--- config.mk ---
export PLATFORM = sky130hd
export DESIGN_NAME = domain_power_sequencer
export DESIGN_NICKNAME = d
export VERILOG_FILES = /design/src/rtl/pwrseq_pkg.sv /design/src/rtl/pwrseq_timer.sv /design/src/rtl/pwrseq_pending.sv /design/src/rtl/pwrseq_fsm.sv /design/src/rtl/pwrseq_outreg.sv /design/src/rtl/domain_power_sequencer.sv
export SDC_FILE = /design/constraint.sdc
export NUM_CORES = 1
export LEC_CHECK = 0
export BUFFER_PORTS_ARGS = -buffer_cell sky130_fd_sc_hd__buf_2
export CORE_UTILIZATION = 46
export DETAILED_ROUTE_END_ITERATION = 7
export HOLD_SLACK_MARGIN = 0.15
export MAX_ROUTING_LAYER = met4
export PLACE_DENSITY = 0.72
export SLEW_MARGIN = 30
export SYNTH_ARGS = -nofsm -noshare
export SYNTH_HDL_FRONTEND = slang
export SYNTH_SLANG_ARGS = --single-unit
--- constraint.sdc ---
create_clock -name clk -period 2 [get_ports clk]
set_input_delay 0.3 -clock clk [delete_from_list [all_inputs] [get_ports clk]]
set_output_delay 0.3 -clock clk [all_outputs]
set_load 0.02 [all_outputs]
--- src/rtl/pwrseq_pkg.sv ---
// Shared types for the power domain sequencer: state encoding, status codes
// and the per-state output decode. Assumes nothing beyond IEEE 1800-2017.
package pwrseq_pkg;

    typedef enum logic [2:0] {
        ST_OFF      = 3'd0,
        ST_PWR_UP   = 3'd1,
        ST_RST_REL  = 3'd2,
        ST_ON       = 3'd3,
        ST_GATE     = 3'd4,
        ST_DRAIN    = 3'd5,
        ST_RST_HOLD = 3'd6,
        ST_PWR_DN   = 3'd7
    } seq_state_e;

    typedef enum logic [1:0] {
        STAT_OFF  = 2'b00,
        STAT_ON   = 2'b01,
        STAT_BUSY = 2'b10
    } seq_status_e;

    typedef struct packed {
        logic        allow;
        logic        dom_rst;
        logic        pwr_en;
        seq_status_e status;
    } seq_out_t;

    // Output levels that each state presents to the domain and the master side.
    function automatic seq_out_t decode_outputs(seq_state_e s);
        seq_out_t o;
        o = '{allow: 1'b0, dom_rst: 1'b1, pwr_en: 1'b0, status: STAT_OFF};
        case (s)
            ST_OFF:      o = '{allow: 1'b0, dom_rst: 1'b1, pwr_en: 1'b0, status: STAT_OFF};
            ST_PWR_UP:   o = '{allow: 1'b0, dom_rst: 1'b1, pwr_en: 1'b1, status: STAT_BUSY};
            ST_RST_REL:  o = '{allow: 1'b0, dom_rst: 1'b0, pwr_en: 1'b1, status: STAT_BUSY};
            ST_ON:       o = '{allow: 1'b1, dom_rst: 1'b0, pwr_en: 1'b1, status: STAT_ON};
            ST_GATE:     o = '{allow: 1'b0, dom_rst: 1'b0, pwr_en: 1'b1, status: STAT_BUSY};
            ST_DRAIN:    o = '{allow: 1'b0, dom_rst: 1'b0, pwr_en: 1'b1, status: STAT_BUSY};
            ST_RST_HOLD: o = '{allow: 1'b0, dom_rst: 1'b1, pwr_en: 1'b1, status: STAT_BUSY};
            ST_PWR_DN:   o = '{allow: 1'b0, dom_rst: 1'b1, pwr_en: 1'b0, status: STAT_BUSY};
            default:     o = '{allow: 1'b0, dom_rst: 1'b1, pwr_en: 1'b0, status: STAT_OFF};
        endcase
        return o;
    endfunction

endpackage

--- src/rtl/pwrseq_timer.sv ---
// Shared wait down-counter. A load sets the count; the count then decrements
// to zero and rests there. Assumes the caller loads on entry to each timed state.
module pwrseq_timer #(
    parameter int CNT_W = 3
) (
    input  logic             clk,
    input  logic             rst_n,
    input  logic             load_i,
    input  logic [CNT_W-1:0] load_val_i,
    output logic             expired_o
);

    logic [CNT_W-1:0] cnt_q;

    // Load on request, otherwise count down to zero and hold.
    always_ff @(posedge clk) begin
        if (!rst_n) begin
            cnt_q <= '0;
        end else if (load_i) begin
            cnt_q <= load_val_i;
        end else if (cnt_q != '0) begin
            cnt_q <= cnt_q - 1'b1;
        end
    end

    assign expired_o = (cnt_q == '0);

    // Wait windows in R4 rely on a strict single-step countdown.
    assert_timer_step_R4: assert property (@(posedge clk) disable iff (!rst_n)
        (!load_i && !expired_o) |=> (cnt_q == $past(cnt_q) - 1'b1));

    assert_timer_rest_R4: assert property (@(posedge clk) disable iff (!rst_n)
        (!load_i && expired_o) |=> expired_o);

endmodule

--- src/rtl/pwrseq_pending.sv ---
// Holds one request for the opposite direction while a sequence runs.
// Assumes the sequencer clears a flag in the cycle it acts on it.
module pwrseq_pending (
    input  logic clk,
    input  logic rst_n,
    input  logic on_req_i,
    input  logic off_req_i,
    input  logic dn_busy_i,
    input  logic up_busy_i,
    input  logic take_on_i,
    input  logic take_off_i,
    output logic pend_on_o,
    output logic pend_off_o
);

    logic pend_on_q;
    logic pend_off_q;

    // Remember an on request seen during shutdown until it is consumed.
    always_ff @(posedge clk) begin
        if (!rst_n) begin
            pend_on_q <= 1'b0;
        end else if (take_on_i) begin
            pend_on_q <= 1'b0;
        end else if (on_req_i && dn_busy_i) begin
            pend_on_q <= 1'b1;
        end
    end

    // Remember an off request seen during power-up until it is consumed.
    always_ff @(posedge clk) begin
        if (!rst_n) begin
            pend_off_q <= 1'b0;
        end else if (take_off_i) begin
            pend_off_q <= 1'b0;
        end else if (off_req_i && up_busy_i) begin
            pend_off_q <= 1'b1;
        end
    end

    assign pend_on_o  = pend_on_q;
    assign pend_off_o = pend_off_q;

    // a held request points one way only.
    assert_pend_exclusive_R9: assert property (@(posedge clk) disable iff (!rst_n)
        !(pend_on_q && pend_off_q));

endmodule

--- src/rtl/pwrseq_fsm.sv ---
// Sequencing state machine. Steps shutdown as gate, drain, reset hold, power
// down, and power-up as power on, reset release, open. Assumes the timer
// expires the cycle its count reaches zero.
module pwrseq_fsm
    import pwrseq_pkg::*;
#(
    parameter int SETTLE_CYC = 4,
    parameter int HOLD_CYC   = 4,
    parameter int CNT_W      = 3
) (
    input  logic             clk,
    input  logic             rst_n,
    input  logic             on_req_i,
    input  logic             off_req_i,
    input  logic             inflight_i,
    input  logic             pend_on_i,
    input  logic             pend_off_i,
    input  logic             expired_i,
    output seq_state_e       state_d_o,
    output logic             load_o,
    output logic [CNT_W-1:0] load_val_o,
    output logic             take_on_o,
    output logic             take_off_o,
    output logic             dn_busy_o,
    output logic             up_busy_o,
    output logic             done_o
);

    localparam logic [CNT_W-1:0] SETTLE_LD = CNT_W'(SETTLE_CYC - 1);
    localparam logic [CNT_W-1:0] HOLD_LD   = CNT_W'(HOLD_CYC - 1);

    seq_state_e state_q;
    seq_state_e state_d;
    logic       done_d;
    logic       done_q;

    // Next state, timer load and completion decision.
    always_comb begin
        state_d    = state_q;
        load_o     = 1'b0;
        load_val_o = HOLD_LD;
        done_d     = 1'b0;
        take_on_o  = 1'b0;
        take_off_o = 1'b0;
        case (state_q)
            ST_OFF: begin
                if (on_req_i || pend_on_i) begin
                    state_d    = ST_PWR_UP;
                    load_o     = 1'b1;
                    load_val_o = SETTLE_LD;
                    take_on_o  = 1'b1;
                end
            end
            ST_PWR_UP: begin
                if (expired_i) begin
                    state_d    = ST_RST_REL;
                    load_o     = 1'b1;
                    load_val_o = HOLD_LD;
                end
            end
            ST_RST_REL: begin
                if (expired_i) begin
                    state_d = ST_ON;
                    done_d  = 1'b1;
                end
            end
            ST_ON: begin
                if (off_req_i || pend_off_i) begin
                    state_d    = ST_GATE;
                    take_off_o = 1'b1;
                end
            end
            ST_GATE: begin
                state_d = ST_DRAIN;
            end
            ST_DRAIN: begin
                if (!inflight_i) begin
                    state_d    = ST_RST_HOLD;
                    load_o     = 1'b1;
                    load_val_o = HOLD_LD;
                end
            end
            ST_RST_HOLD: begin
                if (expired_i) begin
                    state_d    = ST_PWR_DN;
                    load_o     = 1'b1;
                    load_val_o = SETTLE_LD;
                end
            end
            ST_PWR_DN: begin
                if (expired_i) begin
                    state_d = ST_OFF;
                    done_d  = 1'b1;
                end
            end
            default: begin
                state_d = ST_OFF;
            end
        endcase
    end

    // State and completion pulse registers.
    always_ff @(posedge clk) begin
        if (!rst_n) begin
            state_q <= ST_OFF;
            done_q  <= 1'b0;
        end else begin
            state_q <= state_d;
            done_q  <= done_d;
        end
    end

    assign state_d_o = state_d;
    assign done_o    = done_q;
    assign dn_busy_o = (state_q == ST_GATE) || (state_q == ST_DRAIN) ||
                       (state_q == ST_RST_HOLD) || (state_q == ST_PWR_DN);
    assign up_busy_o = (state_q == ST_PWR_UP) || (state_q == ST_RST_REL);

    // the drain phase is only left on a cycle without traffic.
    assert_drain_exit_R3: assert property (@(posedge clk) disable iff (!rst_n)
        (state_q == ST_DRAIN && inflight_i) |=> (state_q == ST_DRAIN));

    // gating always precedes draining.
    assert_gate_then_drain_R2: assert property (@(posedge clk) disable iff (!rst_n)
        (state_q == ST_GATE) |=> (state_q == ST_DRAIN));

endmodule

--- src/rtl/pwrseq_outreg.sv ---
// Output register stage. Registers the decode of the next state so every
// output changes only at a clock edge. Assumes the OFF levels at reset.
module pwrseq_outreg
    import pwrseq_pkg::*;
(
    input  logic       clk,
    input  logic       rst_n,
    input  seq_state_e state_d_i,
    output logic       allow_o,
    output logic       dom_rst_o,
    output logic       pwr_en_o,
    output logic [1:0] status_o
);

    seq_out_t out_d;
    seq_out_t out_q;

    // Decode levels for the state being entered.
    always_comb begin
        out_d = decode_outputs(state_d_i);
    end

    // Capture the levels at the edge that enters the state.
    always_ff @(posedge clk) begin
        if (!rst_n) begin
            out_q <= '{allow: 1'b0, dom_rst: 1'b1, pwr_en: 1'b0, status: STAT_OFF};
        end else begin
            out_q <= out_d;
        end
    end

    assign allow_o   = out_q.allow;
    assign dom_rst_o = out_q.dom_rst;
    assign pwr_en_o  = out_q.pwr_en;
    assign status_o  = out_q.status;

endmodule

--- src/rtl/domain_power_sequencer.sv ---
// Top of the power domain sequencer. Joins the state machine, the shared wait
// timer, the pending-request holder and the output registers. Assumes
// requests are one-cycle pulses and inflight_i is synchronous to clk.
module domain_power_sequencer
    import pwrseq_pkg::*;
#(
    parameter int SETTLE_CYC = 4,
    parameter int HOLD_CYC   = 4
) (
    input  logic       clk,
    input  logic       rst_n,
    input  logic       off_req_i,
    input  logic       on_req_i,
    input  logic       inflight_i,
    output logic       allow_o,
    output logic       dom_rst_o,
    output logic       pwr_en_o,
    output logic [1:0] status_o,
    output logic       done_o
);

    localparam int MAX_WAIT = (SETTLE_CYC > HOLD_CYC) ? SETTLE_CYC : HOLD_CYC;
    localparam int CNT_W    = (MAX_WAIT > 1) ? $clog2(MAX_WAIT) : 1;

    seq_state_e       state_d;
    logic             load;
    logic [CNT_W-1:0] load_val;
    logic             expired;
    logic             pend_on;
    logic             pend_off;
    logic             take_on;
    logic             take_off;
    logic             dn_busy;
    logic             up_busy;

    pwrseq_fsm #(
        .SETTLE_CYC (SETTLE_CYC),
        .HOLD_CYC   (HOLD_CYC),
        .CNT_W      (CNT_W)
    ) u_fsm (
        .clk        (clk),
        .rst_n      (rst_n),
        .on_req_i   (on_req_i),
        .off_req_i  (off_req_i),
        .inflight_i (inflight_i),
        .pend_on_i  (pend_on),
        .pend_off_i (pend_off),
        .expired_i  (expired),
        .state_d_o  (state_d),
        .load_o     (load),
        .load_val_o (load_val),
        .take_on_o  (take_on),
        .take_off_o (take_off),
        .dn_busy_o  (dn_busy),
        .up_busy_o  (up_busy),
        .done_o     (done_o)
    );

    pwrseq_timer #(
        .CNT_W (CNT_W)
    ) u_timer (
        .clk        (clk),
        .rst_n      (rst_n),
        .load_i     (load),
        .load_val_i (load_val),
        .expired_o  (expired)
    );

    pwrseq_pending u_pending (
        .clk        (clk),
        .rst_n      (rst_n),
        .on_req_i   (on_req_i),
        .off_req_i  (off_req_i),
        .dn_busy_i  (dn_busy),
        .up_busy_i  (up_busy),
        .take_on_i  (take_on),
        .take_off_i (take_off),
        .pend_on_o  (pend_on),
        .pend_off_o (pend_off)
    );

    pwrseq_outreg u_outreg (
        .clk       (clk),
        .rst_n     (rst_n),
        .state_d_i (state_d),
        .allow_o   (allow_o),
        .dom_rst_o (dom_rst_o),
        .pwr_en_o  (pwr_en_o),
        .status_o  (status_o)
    );

    // reset only rises once allow has been low for a cycle already.
    assert_allow_before_reset_R2: assert property (@(posedge clk) disable iff (!rst_n)
        $rose(dom_rst_o) |-> (!allow_o && !$past(allow_o)));

    // reset only rises after a cycle with no traffic in flight.
    assert_reset_after_drain_R3: assert property (@(posedge clk) disable iff (!rst_n)
        $rose(dom_rst_o) |-> !$past(inflight_i));

    // power only drops while reset was already held.
    assert_pwr_cut_in_reset_R4: assert property (@(posedge clk) disable iff (!rst_n)
        $fell(pwr_en_o) |-> (dom_rst_o && $past(dom_rst_o)));

    // reset only releases with power already up and allow still low.
    assert_release_under_power_R6: assert property (@(posedge clk) disable iff (!rst_n)
        $fell(dom_rst_o) |-> (pwr_en_o && $past(pwr_en_o) && !allow_o));

    // allow rises last, out of an already released reset.
    assert_allow_last_R6: assert property (@(posedge clk) disable iff (!rst_n)
        $rose(allow_o) |-> (!dom_rst_o && !$past(dom_rst_o) && pwr_en_o));

    // done is a single-cycle pulse.
    assert_done_pulse_R7: assert property (@(posedge clk) disable iff (!rst_n)
        done_o |=> !done_o);

    // done coincides with a settled status.
    assert_done_settled_R7: assert property (@(posedge clk) disable iff (!rst_n)
        done_o |-> (status_o != 2'b10));

    // only the three defined status codes appear.
    assert_status_legal_R8: assert property (@(posedge clk) disable iff (!rst_n)
        status_o != 2'b11);

endmodule

==> flow_metrics.env, run 1 <==
export IMPL_outcome="finished, final reports clean"
export IMPL_met3_usage=0.0867
export IMPL_period_share=0.909
export IMPL_drv_cap=0
export IMPL_hold_slack_ns=0.299
export IMPL_worstPathCellList="inv_1, ha_2, nor2b_1, a222oi_1, nor2_1, ha_1, o21a_1"
export IMPL_hold_viol_final=0
export IMPL_grt_max_degree=14
export IMPL_cts_root_buffer="clkbuf_4"
export IMPL_nets=90
export IMPL_p_per_area_nw_per_um2=1220
export IMPL_die_x_um=38.8
export IMPL_synthDistinctLibCells=31
export IMPL_slowest_stage="a222oi_1"
export IMPL_mostFrequentLayoutCell="dfxtp_1"
export IMPL_die_area_um2=1510
export IMPL_whs_path_depth=2
export IMPL_clk_latency_ns=0.26
export IMPL_core_um2=1190
export IMPL_cts_clk_slew_worst_paths_ns=0.07
export IMPL_drc=0
export IMPL_rsz0062_at_grt="no"
export IMPL_grt_busiest_layer="met2"
export IMPL_grt_overflow=0
export IMPL_synth_warnings=0
export IMPL_avgSynthCellArea_um2=8.92
export IMPL_ys_seq_elements=12
export IMPL_arrival_ns=1.98
export IMPL_cp_buffers_inverters=1
export IMPL_post_cts_buffers=0
export IMPL_fmax_mhz=550
export IMPL_fin_crit_ns=1.82
export IMPL_grt_pass1_vias=415
export IMPL_layout_drive_gt1_share=0.284
export IMPL_grt_use_total=0.190
export IMPL_first_pass_iters=5
export IMPL_h_tree_depth=1
export IMPL_setup_worst_path_class="reg -> reg"
export IMPL_layout_setup_ws_ns=0.182
export IMPL_totalWireLength_um=1090
export IMPL_critPathMaxFanout=8
export IMPL_worst_path_stages=7
export IMPL_antenna_found_initial=0
export IMPL_p_total_w=0.000864
export IMPL_worst_setup_path_end_kind="flop"
export IMPL_syn_inst=70
export IMPL_drv_slew=0
export IMPL_hpwl_um=779
export IMPL_globalplace_congestion=0.833
export IMPL_die_h_um=38.8
export IMPL_cp_top_family="compound AO/OA/AOI/OAI gates"
export IMPL_drtIter0Drc=22
export IMPL_slew_headroom=0.689
export IMPL_vias=534
export IMPL_setup_tns_ns=0
export IMPL_cts_tree="built"
export IMPL_clock_path_buffers=2
export IMPL_use_met2=0.258
export IMPL_crit_required_ns=2.16
export IMPL_cts_buffers=3
export IMPL_critPathLaunchType="flop"
export IMPL_dp_slack_ns=0.111
export IMPL_synth_area_um2=624
export IMPL_synth_net_count=77
export IMPL_grt_util_met1=0.252
export IMPL_num_rows=12
export IMPL_io_buffers=10
export IMPL_start_util=0.526
export IMPL_tightest_slew_ns=0.463
export IMPL_grt_pass1_wl_um=1820
export IMPL_min_delay_path_class="in -> reg"
export IMPL_finalClockSkew_ns=0.00369
export IMPL_wl_per_cell_um=11.5
export IMPL_cellLeakagePower_nw=0.339
export IMPL_setup_viol=0
export IMPL_ys_seq_area_frac=0.385
export IMPL_cts_sinks=12
export IMPL_peakVddDrop_v=0.000578
export IMPL_r2r_cells=7
export IMPL_slowest_delay_ns=0.40
export IMPL_antenna_left=0
export IMPL_vias_per_cell=5.62
export IMPL_final_cell_mix="dfxtp_1, buf_2, nor2_1, inv_1, buf_4"
export IMPL_cts_hold_buf=0
export IMPL_areaGrowthSynthToFinish_pct=13.4
export IMPL_n_antenna_cell=0
export IMPL_io_pins=11
-- stage by stage --
step | std cells | utilization | instance area [µm²]
final | 95 | 0.597 | 708
after floorplan | 70 | - | 624
after global placement | 92 | 0.575 | 682
after global routing | 95 | 0.597 | 708
after detailed placement | 92 | 0.575 | 682
after CTS | 95 | 0.594 | 704
-- worst register-to-register path, stage by stage, from the launching register on --
cell and delay (ns):
dfxtp_2 0.33, inv_1 0.04, ha_2 0.22, nor2b_1 0.14, a222oi_1 0.40, nor2_1 0.10
ha_1 0.30, o21a_1 0.18
-- what timing repair did --
| action | in CTS | in global routing |
|---|---|---|
| resized for setup | 0 | 2 |
| setup endpoints to repair | 0 | 2 |
| endpoints found under the hold margin | 0 | 0 |
-- kinds of logic (layout without fill, tap and decap cells) --
kind of cell | Yosys count | count (layout) | synth area share
compound gates | 13 | 13 | 0.162
xor+xnor | 2 | 2 | 0.0281
fa+ha+maj | 2 | 2 | 0.0401
buf+inv | 11 | 22 | 0.0942
flops | 12 | 12 | 0.385
mux | 1 | 1 | 0.0160
simple gates | 29 | 29 | 0.275
-- registers in the layout, indices dropped and copies added, names as in the netlist --
register and flops:
u_timer.cnt_q 2, u_outreg.status_o 2, u_pending.pend_on_o 1, u_fsm.done_o 1, u_fsm.state_q 3, u_outreg.pwr_en_o 1, u_pending.pend_off_o 1, u_outreg.dom_rst_o 1
-- cell type report --
cell class	instances	area, µm²
Fill cell	100	478
Timing Repair Buffer	14	80.1
Sequential cell	12	241
Multi-Input combinational cell	47	328
Inverter	5	18.8
Clock buffer	3	22.5
Tap cell	14	17.5
-- power breakdown --
group | internal (W) | total [W] | switching (W)
Combinational | 0.000187 | 0.000382 | 0.000195
Clock | 0.0000695 | 0.000140 | 0.0000709
Sequential | 0.000300 | 0.000342 | 0.0000423
Total | 0.000556 | 0.000864 | 0.000308
-- synth_stat cells --
library cell   n  area, µm²
buf_2          2       10.0
o211a_1        2       20.0
nand2_1        2       7.51
a21boi_0       1       7.51
nor2_2         1       6.26
nor4_2         2       25.0
xnor2_1        1       8.76
a311o_1        1       10.0
nor2b_1        3       18.8
buf_6          1       11.3
a21o_1         1       7.51
mux2i_1        1       10.0
and2_1         2       12.5
inv_1          5       18.8
nor3b_1        2       15.0
a222oi_1       1       10.0
nand2b_1       1       6.26
a21oi_1        1       5.00
or3b_2         1       8.76
o21a_1         3       22.5
nor2_1         7       26.3
nand3_1        3       15.0
o21ai_0        2       10.0
xor2_1         1       8.76
ha_1           2       25.0
buf_4          2       15.0
clkbuf_1       1       3.75
nor3_1         3       15.0
nand3b_1       2       15.0
a221oi_1       1       8.76
dfxtp_1       12        240
-- layer usage --
metal / up-vias / share of wire / routed length [µm]
met5: - / 0 / 0
met4: 0 / 0.0073 / 8
met3: 2 / 0.069 / 75
met2: 21 / 0.46 / 500
met1: 249 / 0.46 / 505
li1: 262 / - / -
-- worst paths after layout --
kind / startpoint / to / slack, ns
worst max-delay path: u_timer.cnt_q[0]$_SDFFE_PN0P_ / u_outreg.status_o[1]$_SDFF_PN0_ / 0.18
worst min-delay path: rst_n / u_outreg.dom_rst_o$_SDFF_PN1_ / 0.30
worst max register to register: u_timer.cnt_q[0]$_SDFFE_PN0P_ / u_outreg.status_o[1]$_SDFF_PN0_ / 0.18
worst min register to register: u_pending.pend_on_o$_SDFFE_PP0P_ / u_pending.pend_on_o$_SDFFE_PP0P_ / 0.51
(Power assumes the default switching activity.)
==> run 2, diff against run 1 <==
--- a/config.mk
+++ b/config.mk
@@ -6,12 +6,15 @@
 export NUM_CORES = 1
 export LEC_CHECK = 0
 export BUFFER_PORTS_ARGS = -buffer_cell sky130_fd_sc_hd__buf_2
-export CORE_UTILIZATION = 46
+export CELL_PAD_IN_SITES_DETAIL_PLACEMENT = 0
+export CELL_PAD_IN_SITES_GLOBAL_PLACEMENT = 1
+export CORE_UTILIZATION = 39
 export DETAILED_ROUTE_END_ITERATION = 7
 export HOLD_SLACK_MARGIN = 0.15
 export MAX_ROUTING_LAYER = met4
-export PLACE_DENSITY = 0.72
+export PLACE_DENSITY = 0.77
 export SLEW_MARGIN = 30
 export SYNTH_ARGS = -nofsm -noshare
 export SYNTH_HDL_FRONTEND = slang
 export SYNTH_SLANG_ARGS = --single-unit
+export TNS_END_PERCENT = 30
==> constraint.sdc (replaced) <==
create_clock -name clk -period 1.8 [get_ports clk]
set_input_delay 0.27 -clock clk [delete_from_list [all_inputs] [get_ports clk]]
set_output_delay 0.27 -clock clk [all_outputs]
set_load 0.02 [all_outputs]
==> run 2 against run 1 <==
Effect of this change:
- non-clock buffer count grew 5
- combinational power up 38%
- sequential power grew 11%
- critical path depth down 1
- via count decreased by 0.94%
- maximum frequency grew 6.5%
- wire length grew 13%
- die area grew 17%
- critical endpoint unchanged
- highest routed layer unchanged
==> flow_metrics.env, run 2 (synthesis results as in run 1) <==
export IMPL_num_rows=14
export IMPL_die_h_um=42.0
export IMPL_die_area_um2=1760
export IMPL_h_tree_depth=1
export IMPL_grt_overflow=0
export IMPL_cts_sinks=12
export IMPL_clk_latency_ns=0.27
export IMPL_n_antenna_cell=0
export IMPL_min_delay_path_class="in -> reg"
export IMPL_regArea_um2=244
export IMPL_vias=529
export IMPL_worstPathCellList="nor2_2, o211a_1, nor4_4, inv_1, ha_1, o21a_1"
export IMPL_crit_required_ns=1.97
export IMPL_antenna_left=0
export IMPL_drc=0
export IMPL_finalClockSkew_ns=0.00343
export IMPL_clock_path_buffers=2
export IMPL_totalWireLength_um=1230
export IMPL_drv_slew=0
export IMPL_p_per_area_nw_per_um2=1400
export IMPL_grt_max_degree=9
export IMPL_hold_slack_ns=0.265
export IMPL_drv_cap=0
export IMPL_worst_setup_path_end_kind="flop"
export IMPL_arrival_ns=1.88
export IMPL_hold_viol_final=0
export IMPL_grt_pass1_wl_um=2000
export IMPL_period_share=0.949
export IMPL_die_x_um=42.0
export IMPL_setup_viol=0
export IMPL_post_route_util=0.530
export IMPL_start_util=0.414
export IMPL_cts_clk_slew_worst_paths_ns=0.08
export IMPL_nFillCells=144
export IMPL_setup_worst_path_class="reg -> reg"
export IMPL_areaGrowthSynthToFinish_pct=27.9
export IMPL_slew_headroom=0.704
export IMPL_rrSetupSlack_ns=0.09
export IMPL_first_pass_iters=4
export IMPL_antenna_found_initial=0
export IMPL_cts_root_buffer="clkbuf_4"
export IMPL_cellLeakagePower_nw=0.383
export IMPL_nets=95
export IMPL_core_um2=1510
export IMPL_tightest_slew_ns=0.440
export IMPL_slowest_delay_ns=0.47
export IMPL_io_buffers=10
export IMPL_critPathLaunchType="flop"
export IMPL_cts_buffers=3
export IMPL_largest_register="u_fsm.state_q"
export IMPL_vias_per_cell=5.14
export IMPL_hpwl_um=846
export IMPL_outcome="finished, final reports clean"
export IMPL_cts_tree="built"
export IMPL_globalplace_congestion=0.782
export IMPL_layout_drive_gt1_share=0.402
export IMPL_drtIter0Drc=26
export IMPL_largest_reg_flops=3
export IMPL_fin_crit_ns=1.71
export IMPL_peakVddDrop_v=0.000693
export IMPL_grt_use_total=0.156
export IMPL_mostFrequentLayoutCell="buf_2"
export IMPL_wl_per_cell_um=12.0
export IMPL_fmax_mhz=586
export IMPL_grt_pass1_vias=444
export IMPL_io_pins=11
export IMPL_critPathMaxFanout=7
export IMPL_multi_input_area_um2=362
export IMPL_final_cell_mix="buf_2, buf_4, dfxtp_1, nor2_1, inv_1"
export IMPL_slowest_stage="dfxtp_1"
-- run 2: report_power, final --
part | switching [W] | internal, W
combinational | 0.000258 | 0.000269
clock | 0.0000946 | 0.000123
sequential | 0.0000415 | 0.000336
-- run 2: timing repair --
item | in CTS | in global routing
pin swaps | 0 | 5
setup buffers | 0 | 1
resized for setup | 1 | 7
endpoints found under the setup margin | 2 | 2
hold buffers | 0 | 0
-- run 2: routing by layer --
| metal | wire (µm) | track usage | up-vias | share of wire |
|---|---|---|---|---|
| met5 | 0 | - | - | 0 |
| met4 | 17 | 0.0938 | 0 | 0.014 |
| met3 | 40 | 0.0259 | 2 | 0.032 |
| met2 | 509 | 0.191 | 10 | 0.41 |
| met1 | 666 | 0.234 | 242 | 0.54 |
| li1 | - | - | 275 | - |
-- run 2: worst paths after layout --
kind | startpoint | to | depth (start not counted)
min reg2reg | u_pending.pend_on_o$_SDFFE_PP0P_ | u_pending.pend_on_o$_SDFFE_PP0P_ | 2
min | rst_n | u_outreg.dom_rst_o$_SDFF_PN1_ | 2
max reg2reg | u_fsm.state_q[2]$_SDFF_PN0_ | u_outreg.status_o[1]$_SDFF_PN0_ | 6
max | u_fsm.state_q[2]$_SDFF_PN0_ | u_outreg.status_o[1]$_SDFF_PN0_ | 6
-- run 2: per-stage QoR --
| stage | std cells | total power, W | TNS [ns] | instance area, µm² | setup slack (ns) |
|---|---|---|---|---|---|
| finish | 103 | 0.00112 | 0 | 798 | 0.0926 |
| global route | 103 | 0.00120 | -0.0171 | 798 | -0.0171 |
| CTS | 102 | 0.00107 | 0 | 764 | 0.0379 |
| detailed placement | 98 | 0.000830 | 0 | 718 | 0.0290 |
| global placement | 98 | 0.000829 | 0 | 718 | 0.0327 |
| floorplan | 70 | 0.000723 | 0 | 634 | 0.0128 |
-- run 2: critical path, delay by kind of cell, from the launching register on --
kind,cells,cell delay [ns]
simple gates,2,0.37
fa+ha+maj,1,0.27
compound gates,2,0.44
buf+inv,1,0.07
flops,1,0.47
-- run 2: area by class of cell --
type / count / share of cell area
clock buffer: 4 / 0.0455
multi-input combinational: 47 / 0.453
timing repair buffer: 19 / 0.147
inverter: 5 / 0.0235
tap: 16 / 0.0251
sequential: 12 / 0.306
==> run 3, diff against run 2 <==
--- a/config.mk
+++ b/config.mk
@@ -6,13 +6,12 @@
 export NUM_CORES = 1
 export LEC_CHECK = 0
 export BUFFER_PORTS_ARGS = -buffer_cell sky130_fd_sc_hd__buf_2
-export CELL_PAD_IN_SITES_DETAIL_PLACEMENT = 0
-export CELL_PAD_IN_SITES_GLOBAL_PLACEMENT = 1
-export CORE_UTILIZATION = 39
+export CORE_AREA = 2 2 39 41
 export DETAILED_ROUTE_END_ITERATION = 7
+export DIE_AREA = 0 0 41 43
 export HOLD_SLACK_MARGIN = 0.15
 export MAX_ROUTING_LAYER = met4
-export PLACE_DENSITY = 0.77
+export PLACE_DENSITY = 0.71
 export SLEW_MARGIN = 30
 export SYNTH_ARGS = -nofsm -noshare
 export SYNTH_HDL_FRONTEND = slang
==> run 3 against run 2 <==
Effect of this change:
- sequential power is 1% lower
- wire length is 4.1% lower
- flip-flop and latch count stayed put
- global-route usage is 0.59 points lower
- via count is 0.38% lower
- clock power hardly changed
- sequential share of layout area is 0.63 points lower
- core utilization is 5.6 points higher
- hold slack worse by 0.018 ns
- maximum frequency is 1.3% lower
- non-clock buffer count is 2 higher
- critical path type unchanged
- largest power group unchanged
==> flow_metrics.env, run 3 (synthesis results as in run 1) <==
export IMPL_antenna_left=0
export IMPL_die_h_um=43
export IMPL_p_switching_w=0.000395
export IMPL_h_tree_depth=1
export IMPL_worst_setup_path_end_kind="flop"
export IMPL_vias_per_cell=5.02
export IMPL_setup_tns_ns=0
export IMPL_start_util=0.451
export IMPL_setup_viol=0
export IMPL_cts_clk_slew_worst_paths_ns=0.08
export IMPL_p_per_area_nw_per_um2=1400
export IMPL_wl_per_cell_um=11.3
export IMPL_cp_buffers_inverters=2
export IMPL_n_antenna_cell=0
export IMPL_clkPwrFrac=0.192
export IMPL_hold_viol_final=0
export IMPL_cellLeakagePower_nw=0.392
export IMPL_finalClockSkew_ns=0.00513
export IMPL_totalWireLength_um=1180
export IMPL_outcome="finished, final reports clean"
export IMPL_hpwl_um=871
export IMPL_drv_slew=0
export IMPL_period_share=0.961
export IMPL_worstPathCellList="inv_1, ha_4, nand3b_1, o21ai_1, nor4_4, inv_1, ha_1, o21a_1"
export IMPL_die_area_um2=1760
export IMPL_min_delay_path_class="in -> reg"
export IMPL_cts_tree="built"
export IMPL_globalplace_congestion=0.834
export IMPL_final_cell_mix="buf_4, buf_2, dfxtp_1, nor2_1, inv_1"
export IMPL_core_um2=1380
export IMPL_layout_drive_gt1_share=0.404
export IMPL_cts_buffers=3
export IMPL_io_pins=11
export IMPL_grt_pass1_wl_um=1720
export IMPL_grt_overflow=0
export IMPL_cts_sinks=12
export IMPL_cts_root_buffer="clkbuf_4"
export IMPL_areaGrowthSynthToFinish_pct=29.9
export IMPL_grt_max_degree=9
export IMPL_drc=0
export IMPL_slowest_stage="dfxtp_2"
export IMPL_p_seq_frac=0.329
export IMPL_nets=97
export IMPL_vias=527
export IMPL_largest_register="u_fsm.state_q"
export IMPL_clock_path_buffers=2
export IMPL_grt_pass1_vias=391
export IMPL_first_pass_iters=4
export IMPL_fmax_mhz=578
export IMPL_drv_cap=0
export IMPL_tightest_slew_ns=0.440
export IMPL_slew_headroom=0.704
export IMPL_drtIter0Drc=7
export IMPL_critPathMaxFanout=7
export IMPL_grt_use_total=0.150
export IMPL_critPathLaunchType="flop"
export IMPL_die_x_um=41
export IMPL_setup_worst_path_class="reg -> reg"
export IMPL_mostFrequentLayoutCell="buf_4"
export IMPL_clk_latency_ns=0.28
export IMPL_dp_cells=100
export IMPL_cp_top_family="adder cells"
export IMPL_slowest_delay_ns=0.34
export IMPL_crit_required_ns=1.97
export IMPL_num_rows=14
export IMPL_layout_setup_ws_ns=0.0694
export IMPL_fin_crit_ns=1.73
export IMPL_stdcell_count=105
export IMPL_p_int_w=0.000738
export IMPL_peakVddDrop_v=0.000814
export IMPL_cpMostUsedCell="inv_1"
export IMPL_comb_power_share=0.479
export IMPL_switching_share=0.349
export IMPL_arrival_ns=1.90
export IMPL_dp_slack_ns=-0.000489
export IMPL_io_buffers=10
export IMPL_largest_reg_flops=3
export IMPL_antenna_found_initial=0
run 3: worst register-to-register path, delay by kind of cell (launching register included):
family / cells / cell delay, ns
flip-flops: 1 / 0.34
buffers and inverters: 2 / 0.14
adder cells (fa/ha/maj): 2 / 0.46
AO/OA/AOI/OAI: 2 / 0.30
AND/OR/NAND/NOR: 2 / 0.38
run 3: routing by layer:
layer | share of wire | vias to the layer above | track usage
met5 | 0 | - | -
met1 | 0.50 | 237 | 0.215
met2 | 0.44 | 10 | 0.200
met4 | 0.016 | 0 | 0.0600
li1 | - | 278 | -
met3 | 0.036 | 2 | 0.0314
run 3: final timing paths:
| kind | from | depth (start not counted) | to | slack (ns) |
|---|---|---|---|---|
| max | u_timer.cnt_q[0]$_SDFFE_PN0P_ | 8 | u_outreg.status_o[1]$_SDFF_PN0_ | 0.07 |
| min | rst_n | 2 | u_outreg.dom_rst_o$_SDFF_PN1_ | 0.25 |
| max reg2reg | u_timer.cnt_q[0]$_SDFFE_PN0P_ | 8 | u_outreg.status_o[1]$_SDFF_PN0_ | 0.07 |
| min reg2reg | u_pending.pend_on_o$_SDFFE_PP0P_ | 2 | u_pending.pend_on_o$_SDFFE_PP0P_ | 0.51 |
run 3: timing repair:
| item | CTS | global route |
|---|---|---|
| gates resized for setup | 1 | 6 |
| hold buffers | 0 | 0 |
| endpoints found under the setup margin | 1 | 2 |
| buffers inserted | 0 | 1 |
| cloned | 0 | 0 |
| pin swaps | 0 | 2 |
run 3: cell type report:
| cell class | count | area [µm²] |
|---|---|---|
| repair buffers | 21 | 133 |
| flip-flops and latches | 12 | 243 |
| multi-input cells | 47 | 360 |
| inverters | 5 | 18.8 |
| clock buffers | 4 | 36.3 |
| well taps | 16 | 20.0 |
| fillers | 116 | 573 |
run 3: power by group through the flow:
stage | Sequential, W | Clock, W | Combinational [W]
6_report | 0.000373 | 0.000218 | 0.000543
5_1_grt | 0.000383 | 0.000239 | 0.000597
4_1_cts | 0.000369 | 0.000222 | 0.000501
3_5_place_dp | 0.000376 | 0 | 0.000476
3_3_place_gp | 0.000374 | 0 | 0.000467
2_1_floorplan | 0.000400 | 0 | 0.000324
run 3: per-stage QoR:
stage                      util  hold slack, ns  power [W]  cell area (µm²)
after floorplan               -           0.461   0.000723              634
after global placement    0.530           0.504   0.000841              733
after detailed placement  0.530           0.494   0.000852              733
after CTS                 0.563           0.246    0.00109              779
after global routing      0.586           0.253    0.00122              811
final                     0.586           0.247    0.00113              811
